[src/rtl/crc_eng_pkg.sv]
package crc_eng_pkg;

    localparam int CRC_W  = 32;
    localparam int BYTE_W = 8;

    typedef logic [CRC_W-1:0]  crc_word_t;
    typedef logic [BYTE_W-1:0] crc_byte_t;

    typedef enum logic {
        ORDER_MSB = 1'b0,
        ORDER_LSB = 1'b1
    } bit_order_e;

    typedef struct packed {
        logic       valid;
        logic       bit_mode;
        bit_order_e order;
        crc_byte_t  data;
    } crc_beat_t;

    // One conditional shift-and-subtract step (input already merged).
    function automatic crc_word_t crc_shift1(input crc_word_t rem,
                                             input crc_word_t poly,
                                             input bit_order_e order);
        crc_word_t r;
        if (order == ORDER_LSB) begin
            r = rem >> 1;
            if (rem[0]) r = r ^ poly;
        end else begin
            r = rem << 1;
            if (rem[CRC_W-1]) r = r ^ poly;
        end
        return r;
    endfunction

    // Place a beat's data where the chosen order consumes it first.
    function automatic crc_word_t crc_merge(input crc_beat_t beat);
        crc_word_t m;
        m = '0;
        if (beat.bit_mode) begin
            if (beat.order == ORDER_LSB) m[0] = beat.data[0];
            else                          m[CRC_W-1] = beat.data[0];
        end else begin
            if (beat.order == ORDER_LSB) m[BYTE_W-1:0] = beat.data;
            else                          m[CRC_W-1 -: BYTE_W] = beat.data;
        end
        return m;
    endfunction

endpackage

[src/rtl/crc_step_unit.sv]
module crc_step_unit
    import crc_eng_pkg::*;
#(
    parameter crc_word_t POLY_MSB = 32'h04C1_1DB7,
    parameter crc_word_t POLY_LSB = 32'hEDB8_8320,
    parameter int        STEPS    = BYTE_W
) (
    input  crc_word_t rem_i,
    input  crc_beat_t beat_i,
    output crc_word_t rem_o
);
    crc_word_t poly;
    crc_word_t stage [0:STEPS];

    assign poly     = (beat_i.order == ORDER_LSB) ? POLY_LSB : POLY_MSB;
    assign stage[0] = rem_i ^ crc_merge(beat_i);

    for (genvar k = 0; k < STEPS; k++) begin : g_shift
        assign stage[k+1] = crc_shift1(stage[k], poly, beat_i.order);
    end

    assign rem_o = beat_i.bit_mode ? stage[1] : stage[STEPS];
endmodule

[src/rtl/crc_rem_reg.sv]
module crc_rem_reg
    import crc_eng_pkg::*;
#(
    parameter crc_word_t INIT_VAL = '1
) (
    input  logic      clk,
    input  logic      rst,
    input  crc_word_t next_i,
    output crc_word_t rem_o
);
    always_ff @(posedge clk) begin
        if (rst) rem_o <= INIT_VAL;
        else     rem_o <= next_i;
    end
endmodule

[src/rtl/crc_result_reg.sv]
module crc_result_reg
    import crc_eng_pkg::*;
#(
    parameter bit INVERT_OUT = 1'b1
) (
    input  logic      clk,
    input  logic      rst,
    input  logic      capture_i,
    input  crc_word_t rem_i,
    input  crc_word_t residue_i,
    output crc_word_t crc_o,
    output logic      pass_o
);
    always_ff @(posedge clk) begin
        if (rst) begin
            crc_o  <= '0;
            pass_o <= 1'b0;
        end else if (capture_i) begin
            crc_o  <= INVERT_OUT ? ~rem_i : rem_i;
            pass_o <= (rem_i == residue_i);
        end
    end
endmodule

[src/rtl/crc32_stream_engine.sv]
module crc32_stream_engine
    import crc_eng_pkg::*;
#(
    parameter crc_word_t POLY_MSB    = 32'h04C1_1DB7,
    parameter crc_word_t POLY_LSB    = 32'hEDB8_8320,
    parameter crc_word_t INIT_VAL    = 32'hFFFF_FFFF,
    parameter bit        INVERT_OUT  = 1'b1,
    parameter crc_word_t RESIDUE_MSB = 32'hC704_DD7B,
    parameter crc_word_t RESIDUE_LSB = 32'hDEBB_20E3
) (
    input  logic              clk,
    input  logic              rst,
    input  logic              start,
    input  logic              data_valid,
    input  logic [7:0]        data_in,
    input  logic              bit_mode,
    input  logic              lsb_first,
    input  logic              finish,
    output logic [31:0]       crc_out,
    output logic              check_pass
);
    localparam crc_word_t RES_MSB_EFF = INVERT_OUT ? RESIDUE_MSB : '0;
    localparam crc_word_t RES_LSB_EFF = INVERT_OUT ? RESIDUE_LSB : '0;

    crc_beat_t beat;
    crc_word_t rem_q;
    crc_word_t rem_step;
    crc_word_t rem_next;
    crc_word_t residue;

    assign beat.valid    = data_valid;
    assign beat.bit_mode = bit_mode;
    assign beat.order    = bit_order_e'(lsb_first);
    assign beat.data     = data_in;

    assign residue = lsb_first ? RES_LSB_EFF : RES_MSB_EFF;

    crc_step_unit #(
        .POLY_MSB (POLY_MSB),
        .POLY_LSB (POLY_LSB),
        .STEPS    (BYTE_W)
    ) u_step (
        .rem_i  (rem_q),
        .beat_i (beat),
        .rem_o  (rem_step)
    );

    always_comb begin
        if (start)           rem_next = INIT_VAL;
        else if (beat.valid) rem_next = rem_step;
        else                 rem_next = rem_q;
    end

    crc_rem_reg #(
        .INIT_VAL (INIT_VAL)
    ) u_rem (
        .clk    (clk),
        .rst    (rst),
        .next_i (rem_next),
        .rem_o  (rem_q)
    );

    crc_result_reg #(
        .INVERT_OUT (INVERT_OUT)
    ) u_res (
        .clk       (clk),
        .rst       (rst),
        .capture_i (finish),
        .rem_i     (rem_next),
        .residue_i (residue),
        .crc_o     (crc_out),
        .pass_o    (check_pass)
    );
endmodule

[config.mk]
export PLATFORM = sky130hd
export DESIGN_NAME = crc32_stream_engine
export DESIGN_NICKNAME = d
export VERILOG_FILES = /design/src/rtl/crc_eng_pkg.sv /design/src/rtl/crc_step_unit.sv /design/src/rtl/crc_rem_reg.sv /design/src/rtl/crc_result_reg.sv /design/src/rtl/crc32_stream_engine.sv
export SDC_FILE = /design/constraint.sdc
export NUM_CORES = 1
export LEC_CHECK = 0
export BUFFER_PORTS_ARGS = -buffer_cell sky130_fd_sc_hd__buf_2
export CAP_MARGIN = 25
export CORE_AREA = 2 2 135 137
export DETAILED_ROUTE_END_ITERATION = 8
export DIE_AREA = 0 0 137 139
export GPL_TIMING_DRIVEN = 0
export SLEW_MARGIN = 20
export SYNTH_ARGS = -nofsm -noshare
export SYNTH_HDL_FRONTEND = slang
export SYNTH_SLANG_ARGS = --single-unit
export TNS_END_PERCENT = 5
[constraint.sdc]
create_clock -name clk -period 4.76 [get_ports clk]
set_input_delay 0.714 -clock clk [delete_from_list [all_inputs] [get_ports clk]]
set_output_delay 0.714 -clock clk [all_outputs]
set_load 0.01 [all_outputs]
== After elaboration in Yosys (flattened, before gate mapping) ==
Index checks and enable logic that the tools add are counted.
Storage, ports and cells
  memory bits (writable): 0
  bits in latches: 0
  flip-flop bits (word level): 65
  output and inout port bits: 33
  logic and storage cells: 59
  memories: 0
  bits in read-only memories: 0
Cells by class
  div/mod/pow operators: 0
  equality and inequality tests: 1
  shift-type cells: 0
  order comparisons: 0
  add/sub/neg operators: 0
  multipliers: 0
  reductions and logical operators: 0
  bitwise logic cells: 18
  multiplexer cells: 37
Operator list (number)
  $mux W32: 28
  $xor A32 B32 Y32: 9
  $xor A31 B32 Y32: 8
  $eq A32 B32 Y1: 1
  $not A32 Y32: 1
  $mux W29: 1
  $mux W8: 2
  $mux W7: 2
  $mux W1: 4

== Logic depth before layout (Yosys ltp) ==
  depth in word-level cells: 31
  mapped depth: 18
  depth with buffers taken out: 15

== By module ==
From an unflattened synthesis, not the netlist that was laid out.
Second synthesis, totals
  cell total of the unflattened synthesis: 780
  area, all modules: 7123.1 um^2
Modules (own cells, without submodules)
  crc_step_unit: instances 1, seq. area each 0.0 um^2, area each 4237.8 um^2, cells an instance 482
  crc_result_reg: instances 1, seq. area each 660.6 um^2, area each 1436.4 um^2, cells an instance 154
  crc_rem_reg: instances 1, seq. area each 640.6 um^2, area each 874.6 um^2, cells an instance 67
  crc32_stream_engine: instances 1, seq. area each 0.0 um^2, area each 574.3 um^2, cells an instance 77

== Least setup slack after synthesis ==
OpenSTA, ideal clock, no wires.
  kind: in2reg
  from: input lsb_first
  to: register u_res.pass_o
  required time: 4.703 ns
  slack: -0.212 ns
  arrival time: 4.915 ns
  buffers on the path: 6
  stages on the path: 18
  setup time: 0.057 ns
  cell sequence: buf_2 -> buf_2 -> inv_1 -> clkbuf_1 -> clkbuf_1 -> clkbuf_1 -> buf_1 -> ha_1 -> or3_1 -> a21oi_1 -> nor3_1 -> a21boi_0 -> a311oi_1 -> o31a_1 -> a211oi_1 -> or4_1 -> a2111oi_2 -> a21bo_1
Between the ends
  longest elaborated chain between the ends: 31
  elaborated cells between the ends (all ways): 55
  classes of those cells: eq/ne: 1; mux: 37; bitwise: 17
RTL lines
  start: declaration: line crc32_stream_engine.sv:17  | input logic lsb_first,
  $mux W8 or $mux W1 (tied branches): line crc_eng_pkg.sv:44, crc_eng_pkg.sv:41
  $mux W1 or $mux W7 (tied branches): line crc_eng_pkg.sv:40  | if (beat.bit_mode) begin
  $xor A32 B32 Y32: line crc_step_unit.sv:16  | assign stage[0] = rem_i ^ crc_merge(beat_i);
  $xor A32 B32 Y32 or $xor A31 B32 Y32 (tied branches): line crc_eng_pkg.sv:31, crc_eng_pkg.sv:28
  $mux W32 (on tied branches): line crc_eng_pkg.sv:31, crc_eng_pkg.sv:28
  $mux W32: line crc_eng_pkg.sv:26  | if (order == ORDER_LSB) begin
  $xor A31 B32 Y32 or $xor A32 B32 Y32 (tied branches): line crc_eng_pkg.sv:28, crc_eng_pkg.sv:31
  $mux W32 (on tied branches): line crc_eng_pkg.sv:28, crc_eng_pkg.sv:31
  (+15 left out)
  $mux W32: line crc_eng_pkg.sv:26
  $xor A31 B32 Y32 or $xor A32 B32 Y32 (tied branches): line crc_eng_pkg.sv:28, crc_eng_pkg.sv:31
  $mux W32 (on tied branches): line crc_eng_pkg.sv:28, crc_eng_pkg.sv:31
  $mux W32: line crc_eng_pkg.sv:26
  $mux W32: line crc_step_unit.sv:22  | assign rem_o = beat_i.bit_mode ? stage[1] : stage[STEPS];
  $mux W32: line crc32_stream_engine.sv:50  | else if (beat.valid) rem_next = rem_step;
  $mux W32: line crc32_stream_engine.sv:49  | if (start) rem_next = INIT_VAL;
  $eq A32 B32 Y1 *: line crc_result_reg.sv:20  | pass_o <= (rem_i == residue_i);
  end signal: assignment: line crc_result_reg.sv:20
  end: declaration: line crc_result_reg.sv:12  | output logic pass_o
Every way passes the cells marked *; elsewhere a longest branch is shown, timed or not.
A chain may end at the register's enable or synchronous reset.

== Worst setup path in the final report ==
  from: input bit_mode
  to: register u_res.pass_o
Between the ends
  longest elaborated chain between the ends: 30
  elaborated cells between the ends (all ways): 49
  classes of those cells: eq/ne: 1; mux: 31; bitwise: 17
RTL lines
  start: declaration: line crc32_stream_engine.sv:16  | input logic bit_mode,
  $mux W1 or $mux W7 (tied branches): line crc_eng_pkg.sv:40
  $xor A32 B32 Y32: line crc_step_unit.sv:16
  $xor A32 B32 Y32 or $xor A31 B32 Y32 (tied branches): line crc_eng_pkg.sv:31, crc_eng_pkg.sv:28
  $mux W32 (on tied branches): line crc_eng_pkg.sv:31, crc_eng_pkg.sv:28
  $mux W32: line crc_eng_pkg.sv:26
  $xor A31 B32 Y32 or $xor A32 B32 Y32 (tied branches): line crc_eng_pkg.sv:28, crc_eng_pkg.sv:31
  $mux W32 (on tied branches): line crc_eng_pkg.sv:28, crc_eng_pkg.sv:31
  $mux W32: line crc_eng_pkg.sv:26
  (+14 left out)
  $mux W32: line crc_eng_pkg.sv:26
  $xor A31 B32 Y32 or $xor A32 B32 Y32 (tied branches): line crc_eng_pkg.sv:28, crc_eng_pkg.sv:31
  $mux W32 (on tied branches): line crc_eng_pkg.sv:28, crc_eng_pkg.sv:31
  $mux W32: line crc_eng_pkg.sv:26
  $mux W32 *: line crc_step_unit.sv:22
  $mux W32 *: line crc32_stream_engine.sv:50
  $mux W32 *: line crc32_stream_engine.sv:49
  $eq A32 B32 Y1 *: line crc_result_reg.sv:20
Marked as above.

==> flow_metrics.py <==
metrics = {
    "cts": {
        "cts.sinks": 65,
        "ctsRootBufferMaster": "clkbuf_16",
        "clk_pin_slew_worst_paths_ns": 0.05,
        "cts_buffers": 9,
        "clk_latency_ns": 0.33,
        "clk_path_buf_depth": 2,
        "htree_levels": 3,
        "cts_tree": "built",
    },
    "global_routing": {
        "antenna_found_initial": 2,
        "grt_pass1_wl_microns": 55300,
        "overflow": 0,
        "grt_max_degree": 15,
        "grt_usage_pct": 40.9,
        "grt_pass1_vias": 7545,
    },
    "final_layout": {
        "diodes": 0,
        "final_layout_size_suffix_gt1_share_pct": 14.2,
        "fin_area_sq_um": 8760,
        "syn2layout_area_growth_pct": 12.5,
        "seqCellArea_sq_um": 1300,
        "final_nets": 1027,
        "final_cell_mix": "107 x xnor2_1, 97 x nor2_1, 92 x nand2_1",
        "multiInputGateArea_sq_um": 6140,
        "mostFrequentLayoutCell": "xnor2_1",
        "fin_cells": 1239,
        "n_fill_cell": 1800,
    },
    "placement": {
        "hpwlAfterDp_microns": 30200,
        "placed_area_sq_um": 8310,
        "dp_cells": 1220,
        "portBuffers": 42,
        "gp_congestion": 1.08,
    },
    "die": {
        "ios": 48,
        "die_area_sq_um": 19000,
        "rows": 49,
        "core_area_sq_um": 17700,
        "start_util_pct": 44.1,
        "die_x_microns": 137,
        "dieHeight_microns": 139,
    },
    "run": {
        "max-cap-violations": 0,
    },
    "setup_path": {
        "cp_slowest_cell": "or4b_1",
        "cp.required_ns": 5.04,
        "cp.buffers_inverters": 8,
        "cp.arrival_ns": 5.00,
        "cp_max_fo": 10,
        "max_stage_delay_ns": 0.60,
        "cp-end-kind": "flop",
        "cp_cell_sequence": "buf_2, buf_4, buf_4, clkbuf_2, clkbuf_2, buf_2, clkbuf_1, a211oi_1, o31ai_1, inv_1, or4b_1, a2111oi_2, a21bo_1",
        "path_delay_family": "buffers and inverters",
        "path_class": "primary input to flop",
        "start_kind": "primary input",
    },
    "detailed_routing": {
        "drt-pass1-iter-count": 5,
        "drt_wl_total_microns": 38700,
        "ant_nets": 0,
        "via_per_inst": 6.48,
        "drt-wirelength-per-cell_microns": 31.2,
        "drtIter0Drc": 1171,
        "drc": 0,
        "routed-via-count": 8023,
    },
    "timing": {
        "setup_viol": 0,
        "min_period_ns": 4.73,
        "rsz0062_at_grt": "no",
        "final.setup_skew_ns": 0.00433,
        "max_freq_mhz": 212,
        "finalHoldViolations": 0,
        "period_share_pct": 99.3,
        "slew_violations": 0,
        "slew_headroom_pct": 25.5,
        "tightest_slew_ns": 1.12,
    },
    "worst_hold_path": {
        "min_path_type": "flop to flop",
    },
    "yosys": {
        "avgSynthCellArea_sq_um": 8.22,
        "syn_nets": 970,
        "ys_seq_area_share_pct": 16.7,
        "ys.flop_type": "dfxtp_1",
        "async_flop_share_pct": 0,
        "syn_area_sq_um": 7790,
        "synthDistinctLibCells": 89,
        "synthCells": 948,
        "yosysWarningCount": 0,
        "synth-seq-cells": 65,
        "synth_edf_count": 0,
    },
    "pwr": {
        "powerDensity_nw_per_um2": 320,
        "power.internal_mw": 1.61,
        "p_comb_share_pct": 55.1,
        "power_mw": 2.80,
        "power_frac_clock_pct": 23.1,
        "peakVddDrop_v": 0.000300,
        "seq_power_share_pct": 21.8,
        "switching_share_pct": 42.6,
        "power.switching_mw": 1.19,
        "cellLeakagePower_nw": 3.66,
    },
    "outcome": {
        "status": "completed",
    },
}
==> power by group through the flow <==
stage	clock network, mW	registers (mW)	logic [mW]
4_1_cts	0.655	0.608	1.46
2_1_floorplan	0	0.613	0.981
6_report	0.648	0.610	1.54
3_3_place_gp	0	0.619	1.45
3_5_place_dp	0	0.619	1.44
5_1_grt	0.674	0.612	1.58
==> Yosys cell counts, drive strengths merged, types with 4 or more instances <==
| cell type | count | area [sq um] |
|---|---|---|
| a211o | 5 | 43.8 |
| a211oi | 17 | 128 |
| a21o | 5 | 37.5 |
| a21oi | 60 | 308 |
| a221oi | 4 | 52.6 |
| a22oi | 5 | 37.5 |
| a311oi | 5 | 43.8 |
| a31oi | 11 | 68.8 |
| and2 | 8 | 50.1 |
| and3 | 4 | 25.0 |
| buf | 36 | 186 |
| clkbuf | 42 | 158 |
| dfxtp | 65 | 1300 |
| ha | 7 | 87.6 |
| inv | 23 | 86.3 |
| mux2 | 10 | 113 |
| mux2i | 44 | 453 |
| nand2 | 92 | 345 |
| nand2b | 13 | 81.3 |
| nand3 | 14 | 75.1 |
| nand4 | 9 | 56.3 |
| nor2 | 97 | 364 |
| nor2b | 19 | 119 |
| nor3 | 17 | 85.1 |
| nor3b | 6 | 45.0 |
| o2111ai | 5 | 43.8 |
| o211ai | 15 | 118 |
| o21ai | 34 | 170 |
| o221ai | 8 | 70.1 |
| o22ai | 5 | 37.5 |
| o31a | 5 | 43.8 |
| o31ai | 7 | 52.6 |
| or2 | 5 | 31.3 |
| xnor2 | 115 | 1090 |
| xnor3 | 36 | 815 |
| xor2 | 32 | 299 |
| xor3 | 5 | 119 |
==> worst paths after layout <==
kind                                      start         endpoint  slack, ns  depth (start not counted)
worst max-delay path                   bit_mode     u_res.pass_o       0.03                         13
worst min-delay path            u_res.crc_o[24]  u_res.crc_o[24]       0.47                          2
worst max register to register  u_rem.rem_o[29]     u_res.pass_o       0.08                         10
worst min register to register  u_res.crc_o[24]  u_res.crc_o[24]       0.47                          2
==> logic make-up after synthesis <==
logic type | Yosys count | synth area share (%)
mux | 56 | 7.84
flops | 65 | 16.7
fa+ha+maj | 7 | 1.12
compound gates | 221 | 19.8
xor+xnor | 188 | 29.8
buf+inv | 102 | 5.57
simple gates | 309 | 19.2
==> timing repair <==
item | in CTS | in global routing
hold buffers | 0 | 0
resized for setup | 29 | 12
buffers inserted | 2 | 3
endpoints found under the hold margin | 0 | 0
setup endpoints to repair | 28 | 1
pin swaps | 2 | 3
==> tightest hold or removal path, stage by stage (launching register included) <==
cell     delay (ns)
dfxtp_1        0.30
nand2_1        0.06
a21oi_1        0.06
==> sequential cells by signal, summed over array words and instances (netlist names) <==
signal        count
u_rem.rem_o      32
u_res.crc_o      32
u_res.pass_o      1
==> metal layers <==
metal  track usage, %  wire, microns  up-vias
li1                 -              -     3468
met1             54.6          15200     3755
met2             61.0          16200      636
met3             7.68           4160      162
met4             24.5           3020        2
met5                0             17        -
==> area by class of cell <==
cell class / instances / area share, %
buffer: 76 / 4.44
multi-input combinational: 781 / 70.1
tap: 229 / 3.27
clock buffer: 13 / 2.86
timing repair buffer: 48 / 2.94
sequential: 65 / 14.9
inverter: 24 / 1.03
clock inverter: 3 / 0.457
==> through the flow <==
step	TNS [ns]	hold slack (ns)	utilization, %	setup WS [ns]
detailed placement	-21.55	0.459	47.0	-1.92
finish	0	0.468	49.6	0.0336
global placement	-24.82	0.454	46.9	-2.00
global route	0	0.497	49.6	0.00661
CTS	0	0.471	49.3	0.0183
floorplan	0	0.490	-	0.0400
No activity file was read; power rests on OpenSTA's default activity.
